`src/rtl/pwb_pkg.sv`:
```
// Package: shared constants and types for the pulse-width bus slave.
// Assumes an 8-bit header (1 direction, 3 address, 4 register bits) and an 8-bit data byte.
package pwb_pkg;
    localparam int DATA_W   = 8;
    localparam int HDR_W    = 8;
    localparam int DEV_W    = 3;
    localparam int IDX_W    = 3;
    localparam int NREGS    = 1 << IDX_W;
    localparam int SYNC_LAT = 3;

    typedef enum logic [1:0] {
        SYM_SYNC = 2'd0,
        SYM_ZERO = 2'd1,
        SYM_ONE  = 2'd2
    } sym_e;

    typedef enum logic [3:0] {
        F_IDLE,
        F_PAUSE,
        F_HDR,
        F_P1,
        F_WDATA,
        F_WP2,
        F_WACK,
        F_RDATA,
        F_RP2,
        F_RACK
    } fstate_e;

    // Odd-count indicator: 1 when the byte holds an odd number of ones.
    function automatic logic odd_ind(input logic [DATA_W-1:0] v);
        return ^v;
    endfunction
endpackage

```
`src/rtl/pwb_line_sync.sv`:
```
// Line synchronizer: two-flop synchronizer on the raw bus level plus edge flags.
// Assumes the line idles high; reset values model a released bus.
module pwb_line_sync (
    input  logic clk,
    input  logic rst_n,
    input  logic line_i,
    output logic line_s,
    output logic fall,
    output logic rise
);
    logic s1, s2, s3;

    // Purpose: resynchronize the line and keep one cycle of history.
    always_ff @(posedge clk) begin
        if (!rst_n) begin
            s1 <= 1'b1;
            s2 <= 1'b1;
            s3 <= 1'b1;
        end else begin
            s1 <= line_i;
            s2 <= s1;
            s3 <= s2;
        end
    end

    assign line_s = s2;
    assign fall   = s3 & ~s2;
    assign rise   = ~s3 & s2;
endmodule

```
`src/rtl/pwb_pulse_meter.sv`:
```
// Pulse meter: counts the synchronized low time and classifies it on release.
// Thresholds sit halfway between nominal widths; the count saturates at 8 units.
module pwb_pulse_meter
    import pwb_pkg::*;
#(
    parameter int UNIT_CLKS = 8
) (
    input  logic clk,
    input  logic rst_n,
    input  logic line_s,
    input  logic rise,
    output logic sym_vld,
    output sym_e sym_kind
);
    localparam int CNT_MAX = 8 * UNIT_CLKS;
    localparam int CNT_W   = $clog2(CNT_MAX + 1);
    localparam logic [CNT_W-1:0] TH_ZERO = CNT_W'(2 * UNIT_CLKS);
    localparam logic [CNT_W-1:0] TH_ONE  = CNT_W'((9 * UNIT_CLKS) / 2);
    localparam logic [CNT_W-1:0] CNT_TOP = CNT_W'(CNT_MAX);

    logic [CNT_W-1:0] low_cnt;
    sym_e             kind_c;

    // Purpose: measure the current low period, saturating.
    always_ff @(posedge clk) begin
        if (!rst_n) begin
            low_cnt <= '0;
        end else if (!line_s) begin
            if (low_cnt != CNT_TOP) low_cnt <= low_cnt + 1'b1;
        end else begin
            low_cnt <= '0;
        end
    end

    // Purpose: map the measured width to a symbol kind.
    always_comb begin
        if (low_cnt < TH_ZERO)     kind_c = SYM_SYNC;
        else if (low_cnt < TH_ONE) kind_c = SYM_ZERO;
        else                       kind_c = SYM_ONE;
    end

    // Purpose: register one symbol event per release of the line.
    always_ff @(posedge clk) begin
        if (!rst_n) begin
            sym_vld  <= 1'b0;
            sym_kind <= SYM_SYNC;
        end else begin
            sym_vld <= rise;
            if (rise) sym_kind <= kind_c;
        end
    end
endmodule

```
`src/rtl/pwb_slot_driver.sv`:
```
// Slot driver: stretches a master-opened slot by holding the pull-down.
// Assumes start arrives SYNC_LAT cycles after the master's edge; the hold is shortened by that latency.
module pwb_slot_driver
    import pwb_pkg::*;
#(
    parameter int UNIT_CLKS = 8
) (
    input  logic clk,
    input  logic rst_n,
    input  logic start,
    input  logic en,
    input  logic long_bit,
    output logic pull
);
    localparam int HOLD_W = $clog2(6 * UNIT_CLKS + 1);
    localparam logic [HOLD_W-1:0] HOLD0 = HOLD_W'(3 * UNIT_CLKS - SYNC_LAT);
    localparam logic [HOLD_W-1:0] HOLD1 = HOLD_W'(6 * UNIT_CLKS - SYNC_LAT);

    logic [HOLD_W-1:0] remain;

    // Purpose: run the hold counter and the pull-down enable.
    always_ff @(posedge clk) begin
        if (!rst_n) begin
            pull   <= 1'b0;
            remain <= '0;
        end else if (start) begin
            pull   <= en;
            remain <= (long_bit ? HOLD1 : HOLD0) - 1'b1;
        end else if (pull) begin
            if (remain == '0) pull <= 1'b0;
            else              remain <= remain - 1'b1;
        end
    end
endmodule

```
`src/rtl/pwb_regfile.sv`:
```
// Register file: NREGS entries of DATA_W bits, one write port and two combinational read ports.
// Assumes at most one write per cycle; all entries clear on reset.
module pwb_regfile
    import pwb_pkg::*;
(
    input  logic              clk,
    input  logic              rst_n,
    input  logic              we,
    input  logic [IDX_W-1:0]  widx,
    input  logic [DATA_W-1:0] wdata,
    input  logic [IDX_W-1:0]  ra_idx,
    output logic [DATA_W-1:0] ra_data,
    input  logic [IDX_W-1:0]  rb_idx,
    output logic [DATA_W-1:0] rb_data
);
    logic [DATA_W-1:0] mem [NREGS];

    for (genvar g = 0; g < NREGS; g++) begin : g_entry
        // Purpose: hold one entry, loaded when its index is written.
        always_ff @(posedge clk) begin
            if (!rst_n)                          mem[g] <= '0;
            else if (we && widx == IDX_W'(g))    mem[g] <= wdata;
        end
    end

    assign ra_data = mem[ra_idx];
    assign rb_data = mem[rb_idx];
endmodule

```
`src/rtl/pwb_frame_ctrl.sv`:
```
// Frame controller: pause detection, header capture, parity checks, write commit
// and sequencing of answer slots. Assumes one symbol event per low pulse.
module pwb_frame_ctrl
    import pwb_pkg::*;
(
    input  logic              clk,
    input  logic              rst_n,
    input  logic [DEV_W-1:0]  dev_addr,
    input  logic              sym_vld,
    input  sym_e              sym_kind,
    input  logic              line_fall,
    input  logic [DATA_W-1:0] rd_data,
    output logic [IDX_W-1:0]  rf_idx,
    output logic              wr_stb,
    output logic [IDX_W-1:0]  wr_idx,
    output logic [DATA_W-1:0] wr_data,
    output logic              drv_start,
    output logic              drv_en,
    output logic              drv_long
);
    fstate_e           state;
    logic [1:0]        sync_cnt;
    logic [HDR_W-1:0]  hdr;
    logic [DATA_W-1:0] dat;
    logic [2:0]        bit_cnt;
    logic              rpar;
    logic              ack_ok;
    logic              is_sync;
    logic              bit_v;
    logic              hdr_ok;
    logic              tx_state;

    assign is_sync = (sym_kind == SYM_SYNC);
    assign bit_v   = (sym_kind == SYM_ONE);
    assign hdr_ok  = !hdr[HDR_W-1] && (hdr[6:4] == dev_addr);
    assign rf_idx  = hdr[IDX_W-1:0];

    // Purpose: advance the frame state on each classified symbol.
    always_ff @(posedge clk) begin
        if (!rst_n) begin
            state    <= F_IDLE;
            sync_cnt <= '0;
            hdr      <= '0;
            dat      <= '0;
            bit_cnt  <= '0;
            rpar     <= 1'b0;
            ack_ok   <= 1'b0;
            wr_stb   <= 1'b0;
            wr_idx   <= '0;
            wr_data  <= '0;
        end else begin
            wr_stb <= 1'b0;
            if (sym_vld) begin
                case (state)
                    F_IDLE: begin
                        if (is_sync) begin
                            if (sync_cnt == 2'd2) begin
                                state    <= F_PAUSE;
                                sync_cnt <= '0;
                            end else begin
                                sync_cnt <= sync_cnt + 1'b1;
                            end
                        end else begin
                            sync_cnt <= '0;
                        end
                    end
                    F_PAUSE: begin
                        if (!is_sync) begin
                            hdr     <= {hdr[HDR_W-2:0], bit_v};
                            bit_cnt <= 3'd1;
                            state   <= F_HDR;
                        end
                    end
                    F_HDR: begin
                        if (is_sync) begin
                            state    <= F_IDLE;
                            sync_cnt <= 2'd1;
                        end else begin
                            hdr <= {hdr[HDR_W-2:0], bit_v};
                            if (bit_cnt == 3'd7) state <= F_P1;
                            else                 bit_cnt <= bit_cnt + 1'b1;
                        end
                    end
                    F_P1: begin
                        if (is_sync) begin
                            state    <= F_IDLE;
                            sync_cnt <= 2'd1;
                        end else if (hdr_ok && (bit_v == odd_ind(hdr))) begin
                            bit_cnt <= '0;
                            if (hdr[3]) begin
                                state <= F_WDATA;
                            end else begin
                                dat   <= rd_data;
                                rpar  <= odd_ind(rd_data);
                                state <= F_RDATA;
                            end
                        end else begin
                            state    <= F_IDLE;
                            sync_cnt <= '0;
                        end
                    end
                    F_WDATA: begin
                        if (is_sync) begin
                            state    <= F_IDLE;
                            sync_cnt <= 2'd1;
                        end else begin
                            dat <= {dat[DATA_W-2:0], bit_v};
                            if (bit_cnt == 3'd7) state <= F_WP2;
                            else                 bit_cnt <= bit_cnt + 1'b1;
                        end
                    end
                    F_WP2: begin
                        if (is_sync) begin
                            state    <= F_IDLE;
                            sync_cnt <= 2'd1;
                        end else begin
                            ack_ok  <= (bit_v == odd_ind(dat));
                            wr_stb  <= (bit_v == odd_ind(dat));
                            wr_idx  <= hdr[IDX_W-1:0];
                            wr_data <= dat;
                            state   <= F_WACK;
                        end
                    end
                    F_RDATA: begin
                        dat <= {dat[DATA_W-2:0], 1'b0};
                        if (bit_cnt == 3'd7) state <= F_RP2;
                        else                 bit_cnt <= bit_cnt + 1'b1;
                    end
                    F_RP2: state <= F_RACK;
                    F_WACK, F_RACK: begin
                        state    <= F_IDLE;
                        sync_cnt <= '0;
                    end
                    default: begin
                        state    <= F_IDLE;
                        sync_cnt <= '0;
                    end
                endcase
            end
        end
    end

    // Purpose: choose the value to place in the next master-opened slot.
    always_comb begin
        tx_state = 1'b0;
        drv_en   = 1'b0;
        drv_long = 1'b0;
        case (state)
            F_WACK:  begin tx_state = 1'b1; drv_en = ack_ok; end
            F_RDATA: begin tx_state = 1'b1; drv_en = 1'b1; drv_long = dat[DATA_W-1]; end
            F_RP2:   begin tx_state = 1'b1; drv_en = 1'b1; drv_long = rpar; end
            F_RACK:  begin tx_state = 1'b1; drv_en = 1'b1; end
            default: ;
        endcase
    end

    assign drv_start = tx_state && line_fall;
endmodule

```
`src/rtl/pwb_slave.sv`:
```
// Top: pulse-width coded single-wire bus slave with an eight-entry register file.
// Assumes UNIT_CLKS >= 4 so the slave starts pulling well inside the master's sync time.
module pwb_slave
    import pwb_pkg::*;
#(
    parameter int UNIT_CLKS = 8
) (
    input  logic              clk,
    input  logic              rst_n,
    input  logic              line_i,
    input  logic [DEV_W-1:0]  dev_addr_i,
    output logic              pull_o,
    input  logic [IDX_W-1:0]  host_idx_i,
    output logic [DATA_W-1:0] host_data_o,
    output logic              wr_stb_o,
    output logic [IDX_W-1:0]  wr_idx_o,
    output logic [DATA_W-1:0] wr_data_o
);
    logic              line_s;
    logic              line_fall;
    logic              line_rise;
    logic              sym_vld;
    sym_e              sym_kind;
    logic [IDX_W-1:0]  rf_idx;
    logic [DATA_W-1:0] rf_rdata;
    logic              drv_start;
    logic              drv_en;
    logic              drv_long;

    pwb_line_sync u_sync (
        .clk    (clk),
        .rst_n  (rst_n),
        .line_i (line_i),
        .line_s (line_s),
        .fall   (line_fall),
        .rise   (line_rise)
    );

    pwb_pulse_meter #(.UNIT_CLKS(UNIT_CLKS)) u_meter (
        .clk      (clk),
        .rst_n    (rst_n),
        .line_s   (line_s),
        .rise     (line_rise),
        .sym_vld  (sym_vld),
        .sym_kind (sym_kind)
    );

    pwb_frame_ctrl u_ctrl (
        .clk       (clk),
        .rst_n     (rst_n),
        .dev_addr  (dev_addr_i),
        .sym_vld   (sym_vld),
        .sym_kind  (sym_kind),
        .line_fall (line_fall),
        .rd_data   (rf_rdata),
        .rf_idx    (rf_idx),
        .wr_stb    (wr_stb_o),
        .wr_idx    (wr_idx_o),
        .wr_data   (wr_data_o),
        .drv_start (drv_start),
        .drv_en    (drv_en),
        .drv_long  (drv_long)
    );

    pwb_slot_driver #(.UNIT_CLKS(UNIT_CLKS)) u_drv (
        .clk      (clk),
        .rst_n    (rst_n),
        .start    (drv_start),
        .en       (drv_en),
        .long_bit (drv_long),
        .pull     (pull_o)
    );

    pwb_regfile u_rf (
        .clk     (clk),
        .rst_n   (rst_n),
        .we      (wr_stb_o),
        .widx    (wr_idx_o),
        .wdata   (wr_data_o),
        .ra_idx  (rf_idx),
        .ra_data (rf_rdata),
        .rb_idx  (host_idx_i),
        .rb_data (host_data_o)
    );
endmodule

```
`config.mk`:
```
export PLATFORM = sky130hd
export DESIGN_NAME = pwb_slave
export DESIGN_NICKNAME = d
export VERILOG_FILES = /design/src/rtl/pwb_pkg.sv /design/src/rtl/pwb_line_sync.sv /design/src/rtl/pwb_pulse_meter.sv /design/src/rtl/pwb_slot_driver.sv /design/src/rtl/pwb_regfile.sv /design/src/rtl/pwb_frame_ctrl.sv /design/src/rtl/pwb_slave.sv
export SDC_FILE = /design/constraint.sdc
export NUM_CORES = 1
export LEC_CHECK = 0
export ABC_AREA = 1
export BUFFER_PORTS_ARGS = -buffer_cell sky130_fd_sc_hd__buf_2
export CAP_MARGIN = 20
export CORE_AREA = 2 2 116 118
export CTS_CLUSTER_SIZE = 16
export DETAILED_ROUTE_END_ITERATION = 10
export DIE_AREA = 0 0 118 120
export PLACE_DENSITY_LB_ADDON = 0.15
export SLEW_MARGIN = 20
export SYNTH_ARGS = -nofsm -noshare
export SYNTH_HDL_FRONTEND = slang
export SYNTH_SLANG_ARGS = --single-unit
export TNS_END_PERCENT = 20
```
`constraint.sdc`:
```
create_clock -name clk -period 4.9 [get_ports clk]
set_input_delay 0.98 -clock clk [delete_from_list [all_inputs] [get_ports clk]]
set_output_delay 0.98 -clock clk [all_outputs]
set_load 0.01 [all_outputs]
```
==> results of run 1 <==
-- through the flow --
step	worst slack, ns	utilization, %	instance area, um^2	power (W)	hold WS [ns]
5_1_grt	1.04	59.4	7710	0.00258	0.432
2_1_floorplan	1.91	-	6900	0.00124	0.393
3_3_place_gp	1.35	54.9	7130	0.00128	0.393
3_5_place_dp	1.32	54.9	7130	0.00128	0.405
6_report	1.27	59.4	7710	0.00250	0.415
4_1_cts	1.32	59.4	7710	0.00251	0.418
-- cells in the mapped netlist, types with 8 or more instances --
master    instances  share of area, %
a21oi_1          63               4.6
a221oi_1          9               1.1
a31oi_1           9              0.82
buf_2            10              0.73
clkbuf_1         16              0.87
dfxtp_1          62                18
edfxtp_1         64                28
inv_1           116               6.3
inv_2            16              0.87
nand2_1         238                13
nand3_1          70               5.1
nor2_1          118               6.4
nor3_1            8              0.58
o21ai_0          69               5.0
xnor2_1           8               1.0
xor2_1            8               1.0
-- sequential cells by signal (all words and copies together) (netlist names), 2 cells and up, named ones only --
signal            flops
u_ctrl.sync_cnt       2
u_ctrl.dat            8
u_meter.sym_kind      2
u_ctrl.wr_idx         3
u_ctrl.bit_cnt        3
u_ctrl.state          4
u_rf.mem             64
u_meter.low_cnt       7
u_ctrl.wr_data        8
u_drv.remain          6
u_ctrl.hdr            8
-- worst register-to-register path, delay by kind of cell (launching register included) --
kind / cells / cell delay, ns
buffers and inverters: 1 / 0.29
AOI/OAI and AO/OA: 2 / 0.42
DFF: 1 / 0.78
and+or+nand+nor: 9 / 0.66
-- power groups by stage --
stage / clock, W / sequential, W / combinational, W
floorplan: 0 / 0.00115 / 0.0000889
global placement: 0 / 0.00116 / 0.000122
detailed placement: 0 / 0.00116 / 0.000124
CTS: 0.00125 / 0.00113 / 0.000124
global route: 0.00130 / 0.00114 / 0.000141
finish: 0.00124 / 0.00113 / 0.000125
-- worst paths after layout --
kind | start | endpoint | slack, ns
max | host_idx_i[0] | host_data_o[0] | 1.27
min reg2reg | u_sync.s1 | u_sync.line_s | 0.42
max reg2reg | flip-flop | u_ctrl.rpar | 2.67
min | u_sync.s1 | u_sync.line_s | 0.42
-- placed cells by master (no fill, tap or decap), types with 4 or more instances in the layout --
cell,instances
nand2_1,238
nor2_1,118
inv_1,116
nand3_1,70
o21ai_0,68
edfxtp_1,64
a21oi_1,63
dfxtp_1,62
buf_2,29
clkbuf_16,17
inv_2,16
a221oi_1,9
a31oi_1,9
xor2_1,8
o21ai_1,8
xnor2_1,8
nor3_1,8
nand4_1,5
a211oi_1,4
clkinv_1,4
ha_1,4
-- final cells by class --
type / count / area (um^2)
well taps: 176 / 220
clock inverters: 13 / 138
flip-flops and latches: 126 / 3160
fillers: 1219 / 5270
repair buffers: 31 / 160
clock buffers: 19 / 443
multi-input cells: 651 / 3080
inverters: 136 / 510
-- per-layer routing --
metal | part of all wire, % | global-route usage [%] | vias up
met5 | 0 | 0 | -
met4 | 3.8 | 12.0 | 0
met3 | 6.4 | 5.89 | 42
met2 | 48 | 43.2 | 178
met1 | 42 | 32.6 | 2752
li1 | - | - | 3112
-- cells by family after synthesis --
logic type      synth area share, %
fa+ha+maj                     0.725
mux                           0.308
buf+inv                        9.59
xor+xnor                       2.03
flops                          45.8
simple gates                   27.2
compound gates                 14.3
==> results.py, run 1 <==
metrics = {
    "timing": {
        "fin_skew_ns": 0.0158,
        "timing.final.crit_share_pct": 74.0,
        "tns_ns": 0,
        "tightest_slew_ns": 0.953,
        "finalSetupViolations": 0,
        "hold_viol": 0,
        "rsz0062_at_grt": "no",
        "relSlewSlack_pct": 36.2,
        "fmaxAchievable_mhz": 276,
        "slew_violations": 0,
        "period_minus_slack_ns": 3.63,
    },
    "yosys": {
        "syn-num-nets": 958,
        "syn_area_um2": 6900,
        "avgSynthCellArea_um2": 7.30,
        "synth_cells": 945,
        "ys_warn_count": 0,
        "synth_edf_count": 64,
        "async_reset_ff_share_pct": 0,
        "synthFlopType": "edfxtp_1",
        "synth_cell_types": 43,
        "synth_seq_area_share_pct": 45.8,
        "ys_ff_latch": 126,
    },
    "clock_network": {
        "root_buffer": "clkbuf_16",
        "htreeDepth": 4,
        "cts-resized-gates": 0,
        "cts_num_sinks": 126,
        "cts_tree": "built",
        "clock_path_buffers": 2,
        "post-cts-setup-buffer-count": 0,
        "clock_latency_ns": 0.43,
        "cts_made_buffers": 17,
        "cts_hold_buf": 0,
        "clk_pin_slew_worst_paths_ns": 0.06,
    },
    "placed_design": {
        "numPortBuffers": 29,
        "hpwl_um": 12900,
        "placed_cells": 1120,
        "gp_congestion": 0.963,
    },
    "floorplanning": {
        "start_util_pct": 53.2,
        "io_pins": 30,
        "num_rows": 42,
        "design.core.area_um2": 13000,
        "die_x_um": 118,
        "dieArea_um2": 14200,
        "die_h_um": 120,
    },
    "run_status": {
        "status": "completed",
    },
    "layout": {
        "syn2layout_area_growth_pct": 11.7,
        "antennaDiodeCount": 0,
        "drive_gt1_share_pct": 9.94,
        "stdcell_count": 1152,
        "nets": 976,
    },
    "worst_setup_path": {
        "critPathTopFamily": "buffers and inverters",
        "start_kind": "input pin",
        "rr_worst_depth": 12,
        "slowest_delay_ns": 0.46,
        "path_depth": 6,
        "crit_buf_inv": 3,
        "worstPathMaxFanout": 41,
        "cp.arrival_ns": 2.65,
        "cp_slowest_cell": "buf_2",
        "setup.worst_path.class": "input pin to output pin",
        "required_ns": 3.92,
        "end_kind": "output pin",
        "crit_top_cell": "buf_2",
        "worstPathCellList": "buf_2 -> inv_1 -> a21oi_1 -> a221oi_1 -> a31oi_1 -> buf_2",
    },
    "detailed_routing": {
        "vias_per_cell": 5.28,
        "wire_per_inst_um": 15.3,
        "drt_pass1_iterations": 8,
        "routed_wl_um": 17700,
        "drc": 0,
        "ant_nets": 0,
        "vias": 6084,
        "drtIter0Drc": 612,
    },
    "global_route": {
        "grt_overflow": 0,
        "grt_pass1_wl_um": 28200,
        "track_usage_pct": 26.1,
        "antenna_found_initial": 0,
        "grt_pass1_vias": 5548,
        "grt_max_degree": 49,
    },
    "power": {
        "swShare_pct": 22.9,
        "switching_power_w": 0.000571,
        "p_int_w": 0.00193,
        "pwr-share-clk_pct": 49.5,
        "p_seq_share_pct": 45.4,
        "combPwrFrac_pct": 5.0,
        "ir_drop_uv": 220,
        "p_per_area_nw_per_um2": 324,
        "p_leak_nw": 3.27,
    },
    "run": {
        "maxCapViolations": 0,
    },
    "hold_path": {
        "min_path_type": "flip-flop to flip-flop",
        "hold_path_depth": 1,
    },
}
No activity file was read; power rests on OpenSTA's default activity.
==> run 2, diff against run 1 <==
--- a/config.mk
+++ b/config.mk
@@ -5,13 +5,13 @@
 export SDC_FILE = /design/constraint.sdc
 export NUM_CORES = 1
 export LEC_CHECK = 0
-export ABC_AREA = 1
+export ABC_AREA = 0
 export BUFFER_PORTS_ARGS = -buffer_cell sky130_fd_sc_hd__buf_2
 export CAP_MARGIN = 20
-export CORE_AREA = 2 2 116 118
+export CORE_AREA = 2 2 112 114
 export CTS_CLUSTER_SIZE = 16
 export DETAILED_ROUTE_END_ITERATION = 10
-export DIE_AREA = 0 0 118 120
+export DIE_AREA = 0 0 114 116
 export PLACE_DENSITY_LB_ADDON = 0.15
 export SLEW_MARGIN = 20
 export SYNTH_ARGS = -nofsm -noshare
==> constraint.sdc (replaced) <==
create_clock -name clk -period 3.6 [get_ports clk]
set_input_delay 0.72 -clock clk [delete_from_list [all_inputs] [get_ports clk]]
set_output_delay 0.72 -clock clk [all_outputs]
set_load 0.01 [all_outputs]
==> run 2 against run 1 <==
Compared with the run above: routed wire length down 16%; sequential power up 39%; clock power up 32%; critical path depth down 2.
==> results.py, run 2 <==
metrics = {
    "run_status": {
        "status": "completed",
    },
    "yosys": {
        "synthTopCellsByCount": "70 x nor2_1, 65 x and2_1, 64 x edfxtp_1, 62 x dfxtp_1, 34 x mux2i_1",
        "syn_area_um2": 6480,
        "async_reset_ff_share_pct": 0,
        "synthFlopType": "edfxtp_1",
        "ys_ff_latch": 126,
        "netlist_top_cells_area": "edfxtp_1 30%, dfxtp_1 19%, mux4_2 9.0%, and2_1 6.3%, mux2i_1 5.2%",
        "synth_edf_count": 64,
        "synth_top_area_share_pct": 29.6,
        "syn-num-nets": 566,
        "synth_seq_area_share_pct": 48.8,
        "ys_warn_count": 0,
        "synth_cells": 553,
        "synth_cell_types": 58,
        "yosysMostFrequentCell": "nor2_1",
        "avgSynthCellArea_um2": 11.7,
        "synth_top_area_cell": "edfxtp_1",
    },
    "layout": {
        "final_core_util_pct": 61.7,
        "final_common_cell": "nor2_1",
        "fill_cells": 970,
        "nets": 599,
        "final_cell_mix": "70 x nor2_1, 65 x and2_1, 64 x edfxtp_1, 62 x dfxtp_1, 34 x mux2i_1",
        "largest_reg_flops": 64,
        "regMostFlops": "u_rf.mem",
        "antennaDiodeCount": 0,
        "stdcell_count": 746,
        "drive_gt1_share_pct": 19.5,
        "syn2layout_area_growth_pct": 13.3,
    },
    "worst_setup_path": {
        "r2r_slack_ns": 1.13,
        "start_kind": "input pin",
        "worstPathMaxFanout": 16,
        "setup.worst_path.class": "input pin to output pin",
        "cp_slowest_cell": "mux4_2",
        "crit_top_cell": "buf_2",
        "end_kind": "output pin",
        "critPathTopFamily": "multiplexers",
        "cp.arrival_ns": 2.17,
        "worstPathCellList": "buf_2 -> mux4_2 -> mux2_2 -> buf_2",
        "slowest_delay_ns": 0.56,
        "required_ns": 2.88,
        "crit_buf_inv": 2,
    },
    "timing": {
        "timing.final.crit_share_pct": 80.3,
        "hold_viol": 0,
        "period_minus_slack_ns": 2.89,
        "tightest_slew_ns": 1.20,
        "setup_slack_ns": 0.710,
        "tns_ns": 0,
        "finalSetupViolations": 0,
        "relSlewSlack_pct": 19.5,
        "fmaxAchievable_mhz": 346,
        "fin_skew_ns": 0.00935,
        "slew_violations": 0,
        "rsz0062_at_grt": "no",
    },
    "clock_network": {
        "cts-resized-gates": 0,
        "cts_made_buffers": 17,
        "htreeDepth": 4,
        "clock_latency_ns": 0.41,
        "cts_tree": "built",
        "clock_path_buffers": 2,
        "post-cts-setup-buffer-count": 0,
        "cts_num_sinks": 126,
        "root_buffer": "clkbuf_16",
        "clk_pin_slew_worst_paths_ns": 0.05,
        "cts_hold_buf": 0,
    },
    "detailed_routing": {
        "ant_nets": 0,
        "drt_pass1_iterations": 7,
        "vias_per_cell": 5.94,
        "routed_wl_um": 14900,
        "vias": 4434,
        "wire_per_inst_um": 20.0,
        "drc": 0,
        "drtIter0Drc": 476,
    },
    "power": {
        "p_leak_nw": 2.59,
        "p_per_area_nw_per_um2": 458,
        "ir_drop_uv": 293,
    },
    "global_route": {
        "grt_pass1_wl_um": 23100,
        "busiest_layer": "met2",
        "grt_use_met1_pct": 31.8,
        "grt_overflow": 0,
        "met3_usage_pct": 5.33,
        "grt_max_degree": 36,
        "track_usage_pct": 23.8,
        "grt_pass1_vias": 4289,
        "antenna_found_initial": 0,
        "use_met2_pct": 38.1,
    },
    "hold_path": {
        "min_path_type": "flip-flop to flip-flop",
    },
    "floorplanning": {
        "design.core.area_um2": 11900,
        "io_pins": 30,
        "start_util_pct": 54.4,
        "num_rows": 40,
        "die_x_um": 114,
        "dieArea_um2": 13200,
        "die_h_um": 116,
    },
    "run": {
        "maxCapViolations": 0,
    },
    "placed_design": {
        "dp_slack_ns": 0.675,
        "hpwl_um": 10200,
        "numPortBuffers": 29,
        "gp_congestion": 0.881,
        "placed_cells": 714,
    },
}
[run 2: power by group]
group          internal (W)  total, W  switching, W
registers           0.00155   0.00157     0.0000218
logic             0.0000772  0.000163     0.0000860
clock network       0.00106   0.00164      0.000571
[run 2: kinds of logic after synthesis]
group | count (synthesis) | share of synthesized area [%]
flip-flops | 126 | 48.8
adder cells (fa/ha/maj) | 4 | 0.772
AND/OR/NAND/NOR | 204 | 16.4
XOR/XNOR | 35 | 5.05
multiplexers | 80 | 19.5
AO/OA/AOI/OAI | 71 | 7.00
buffers and inverters | 33 | 2.45
[run 2: path summary, 6_finish.rpt]
check / from / end / cells after the start
worst max-delay path: host_idx_i[0] / host_data_o[7] / 4
worst min-delay path: u_sync.s1 / u_sync.line_s / 1
worst max register to register: flip-flop / u_ctrl.rpar / 6
worst min register to register: u_sync.s1 / u_sync.line_s / 1
[run 2: metrics by stage]
| step | hold slack (ns) | area [um^2] | power, W |
|---|---|---|---|
| floorplan | 0.386 | 6480 | 0.00170 |
| global placement | 0.390 | 6770 | 0.00175 |
| detailed placement | 0.411 | 6770 | 0.00176 |
| CTS | 0.424 | 7340 | 0.00339 |
| global route | 0.430 | 7350 | 0.00347 |
| finish | 0.418 | 7350 | 0.00337 |
[run 2: cell type report]
class	count	area [um^2]	area share, %
Clock inverter	8	90.1	1.23
Sequential cell	126	3160	43.1
Clock buffer	24	482	6.56
Tap cell	147	184	2.50
Multi-Input combinational cell	394	3180	43.2
Timing Repair Buffer	39	220	3.00
Inverter	8	30.0	0.409
[run 2: per-layer routing]
layer | up-vias | wire length (um)
met5 | - | 0
met4 | 0 | 157
met3 | 18 | 974
met2 | 178 | 7230
met1 | 2152 | 6570
li1 | 2086 | -
==> run 3, diff against run 2 <==
==> constraint.sdc (replaced) <==
create_clock -name clk -period 2.46 [get_ports clk]
set_input_delay 0.492 -clock clk [delete_from_list [all_inputs] [get_ports clk]]
set_output_delay 0.492 -clock clk [all_outputs]
set_load 0.01 [all_outputs]
==> run 3 against run 2 <==
Compared with the run above: global-route usage increased by 0.20 points; clock power increased by 71%; core utilization increased by 2.3 points; cell area increased by 3.7%; total power increased by 59%; hold slack got worse by 0.17 ns; clock skew decreased by 0.0018 ns; final cell count increased by 2.4%; critical path type is now flip-flop to output pin; critical endpoint is now host_data_o[2]; largest power group unchanged.
==> results.py, run 3 (synthesis results as in run 2) <==
metrics = {
    "run_status": {
        "status": "completed",
    },
    "power": {
        "p_per_area_nw_per_um2": 703,
        "power.total_w": 0.00535,
        "p_leak_nw": 2.75,
        "ir_drop_uv": 614,
    },
    "layout": {
        "final_common_cell": "nor2_1",
        "syn2layout_area_growth_pct": 17.4,
        "final_cell_mix": "70 x nor2_1, 65 x and2_1, 64 x edfxtp_1, 62 x dfxtp_1, 34 x mux2i_1",
        "drive_gt1_share_pct": 22.2,
        "antennaDiodeCount": 0,
        "nets": 617,
        "largest_reg_flops": 64,
        "regMostFlops": "u_rf.mem",
    },
    "timing": {
        "hold_viol": 0,
        "timing.final.crit_share_pct": 90.9,
        "tns_ns": 0,
        "finalSetupViolations": 0,
        "relSlewSlack_pct": 58.2,
        "tightest_slew_ns": 0.627,
        "fmaxAchievable_mhz": 447,
        "rsz0062_at_grt": "no",
        "period_minus_slack_ns": 2.24,
        "slew_violations": 0,
        "fin_skew_ns": 0.00755,
    },
    "clock_network": {
        "root_buffer": "clkbuf_16",
        "clock_path_buffers": 2,
        "cts_hold_buf": 0,
        "cts_tree": "built",
        "clk_pin_slew_worst_paths_ns": 0.05,
        "clock_latency_ns": 0.42,
        "cts-resized-gates": 0,
        "htreeDepth": 4,
        "cts_made_buffers": 17,
        "post-cts-setup-buffer-count": 0,
        "cts_num_sinks": 126,
    },
    "hold_path": {
        "min_path_type": "input pin to flip-flop",
    },
    "worst_setup_path": {
        "worstPathMaxFanout": 2,
        "end_kind": "output pin",
        "cp.arrival_ns": 1.74,
        "cp_slowest_cell": "mux4_2",
        "setup.worst_path.class": "flip-flop to output pin",
        "worstPathCellList": "mux4_2 -> mux2_2 -> buf_2",
        "required_ns": 1.97,
        "start_kind": "flip-flop",
        "slowest_delay_ns": 0.51,
    },
    "placed_design": {
        "numPortBuffers": 29,
        "hpwl_um": 10400,
        "gp_congestion": 0.842,
    },
    "floorplanning": {
        "die_x_um": 114,
        "start_util_pct": 54.4,
        "die_h_um": 116,
        "dieArea_um2": 13200,
        "io_pins": 30,
        "num_rows": 40,
        "design.core.area_um2": 11900,
    },
    "detailed_routing": {
        "drtIter0Drc": 283,
        "vias_per_cell": 5.95,
        "drc": 0,
        "vias": 4549,
        "routed_wl_um": 14900,
        "drt_pass1_iterations": 5,
        "wire_per_inst_um": 19.5,
        "ant_nets": 0,
    },
    "global_route": {
        "grt_pass1_wl_um": 23500,
        "grt_overflow": 0,
        "grt_max_degree": 36,
        "track_usage_pct": 24.0,
        "antenna_found_initial": 1,
        "grt_pass1_vias": 4461,
    },
    "run": {
        "maxCapViolations": 0,
    },
}
-- run 3: cell types whose count changed in the layout (fill, tap and decap cells not counted) --
cell       change
buf_4         +16
o21ai_0        +6
clkbuf_1       -4
clkbuf_16      +4
o21ai_1        -4
clkinv_2       -3
buf_12         +2
o21ai_2        -2
bufinv_16      +1
clkbuf_4       +1
clkinv_4       +1
-- run 3: worst paths after layout --
path	from	to	slack [ns]	cells after the start
worst min register to register	u_sync.s1	u_sync.line_s	0.40	1
worst max register to register	flip-flop	u_ctrl.rpar	0.23	7
worst min-delay path	line_i	u_sync.s1	0.25	2
worst max-delay path	u_rf.mem[7][2]	host_data_o[2]	0.22	3
-- run 3: worst max-delay path: cells and delay by family, from the launching register on --
kind                   cells  cell delay [ns]
buffers and inverters      1             0.14
DFF                        1             0.41
muxes                      2             0.78
-- run 3: where the power goes --
group	switching (W)	total (W)	internal (W)
Clock	0.000887	0.00281	0.00192
Sequential	0.0000337	0.00229	0.00226
Combinational	0.000124	0.000247	0.000124
Total	0.00104	0.00535	0.00431
-- run 3: per-stage QoR --
step | worst slack (ns) | utilization (%) | hold slack, ns | instance area (um^2) | std cells
detailed placement | 0.228 | 58.2 | 0.392 | 6930 | 732
global placement | 0.258 | 58.2 | 0.392 | 6930 | 732
CTS | 0.195 | 63.9 | 0.242 | 7610 | 764
floorplan | 0.0421 | - | 0.386 | 6490 | 553
global route | 0.0200 | 63.9 | 0.258 | 7610 | 764
finish | 0.224 | 63.9 | 0.249 | 7610 | 764
-- run 3: per-layer routing --
metal | part of all wire [%] | up-vias | global-route usage, %
met4 | 2.7 | 0 | 11.3
li1 | - | 2127 | -
met2 | 47 | 153 | 37.4
met1 | 44 | 2241 | 32.3
met3 | 6.0 | 28 | 5.23
met5 | 0 | - | 0
-- run 3: layout make-up --
type | instances | area, um^2
Fill cell | 925 | 4300
Multi-Input combinational cell | 394 | 3170
Sequential cell | 126 | 3160
Clock buffer | 25 | 574
Timing Repair Buffer | 57 | 380
Tap cell | 147 | 184
Clock inverter | 7 | 114
Inverter | 8 | 30.0
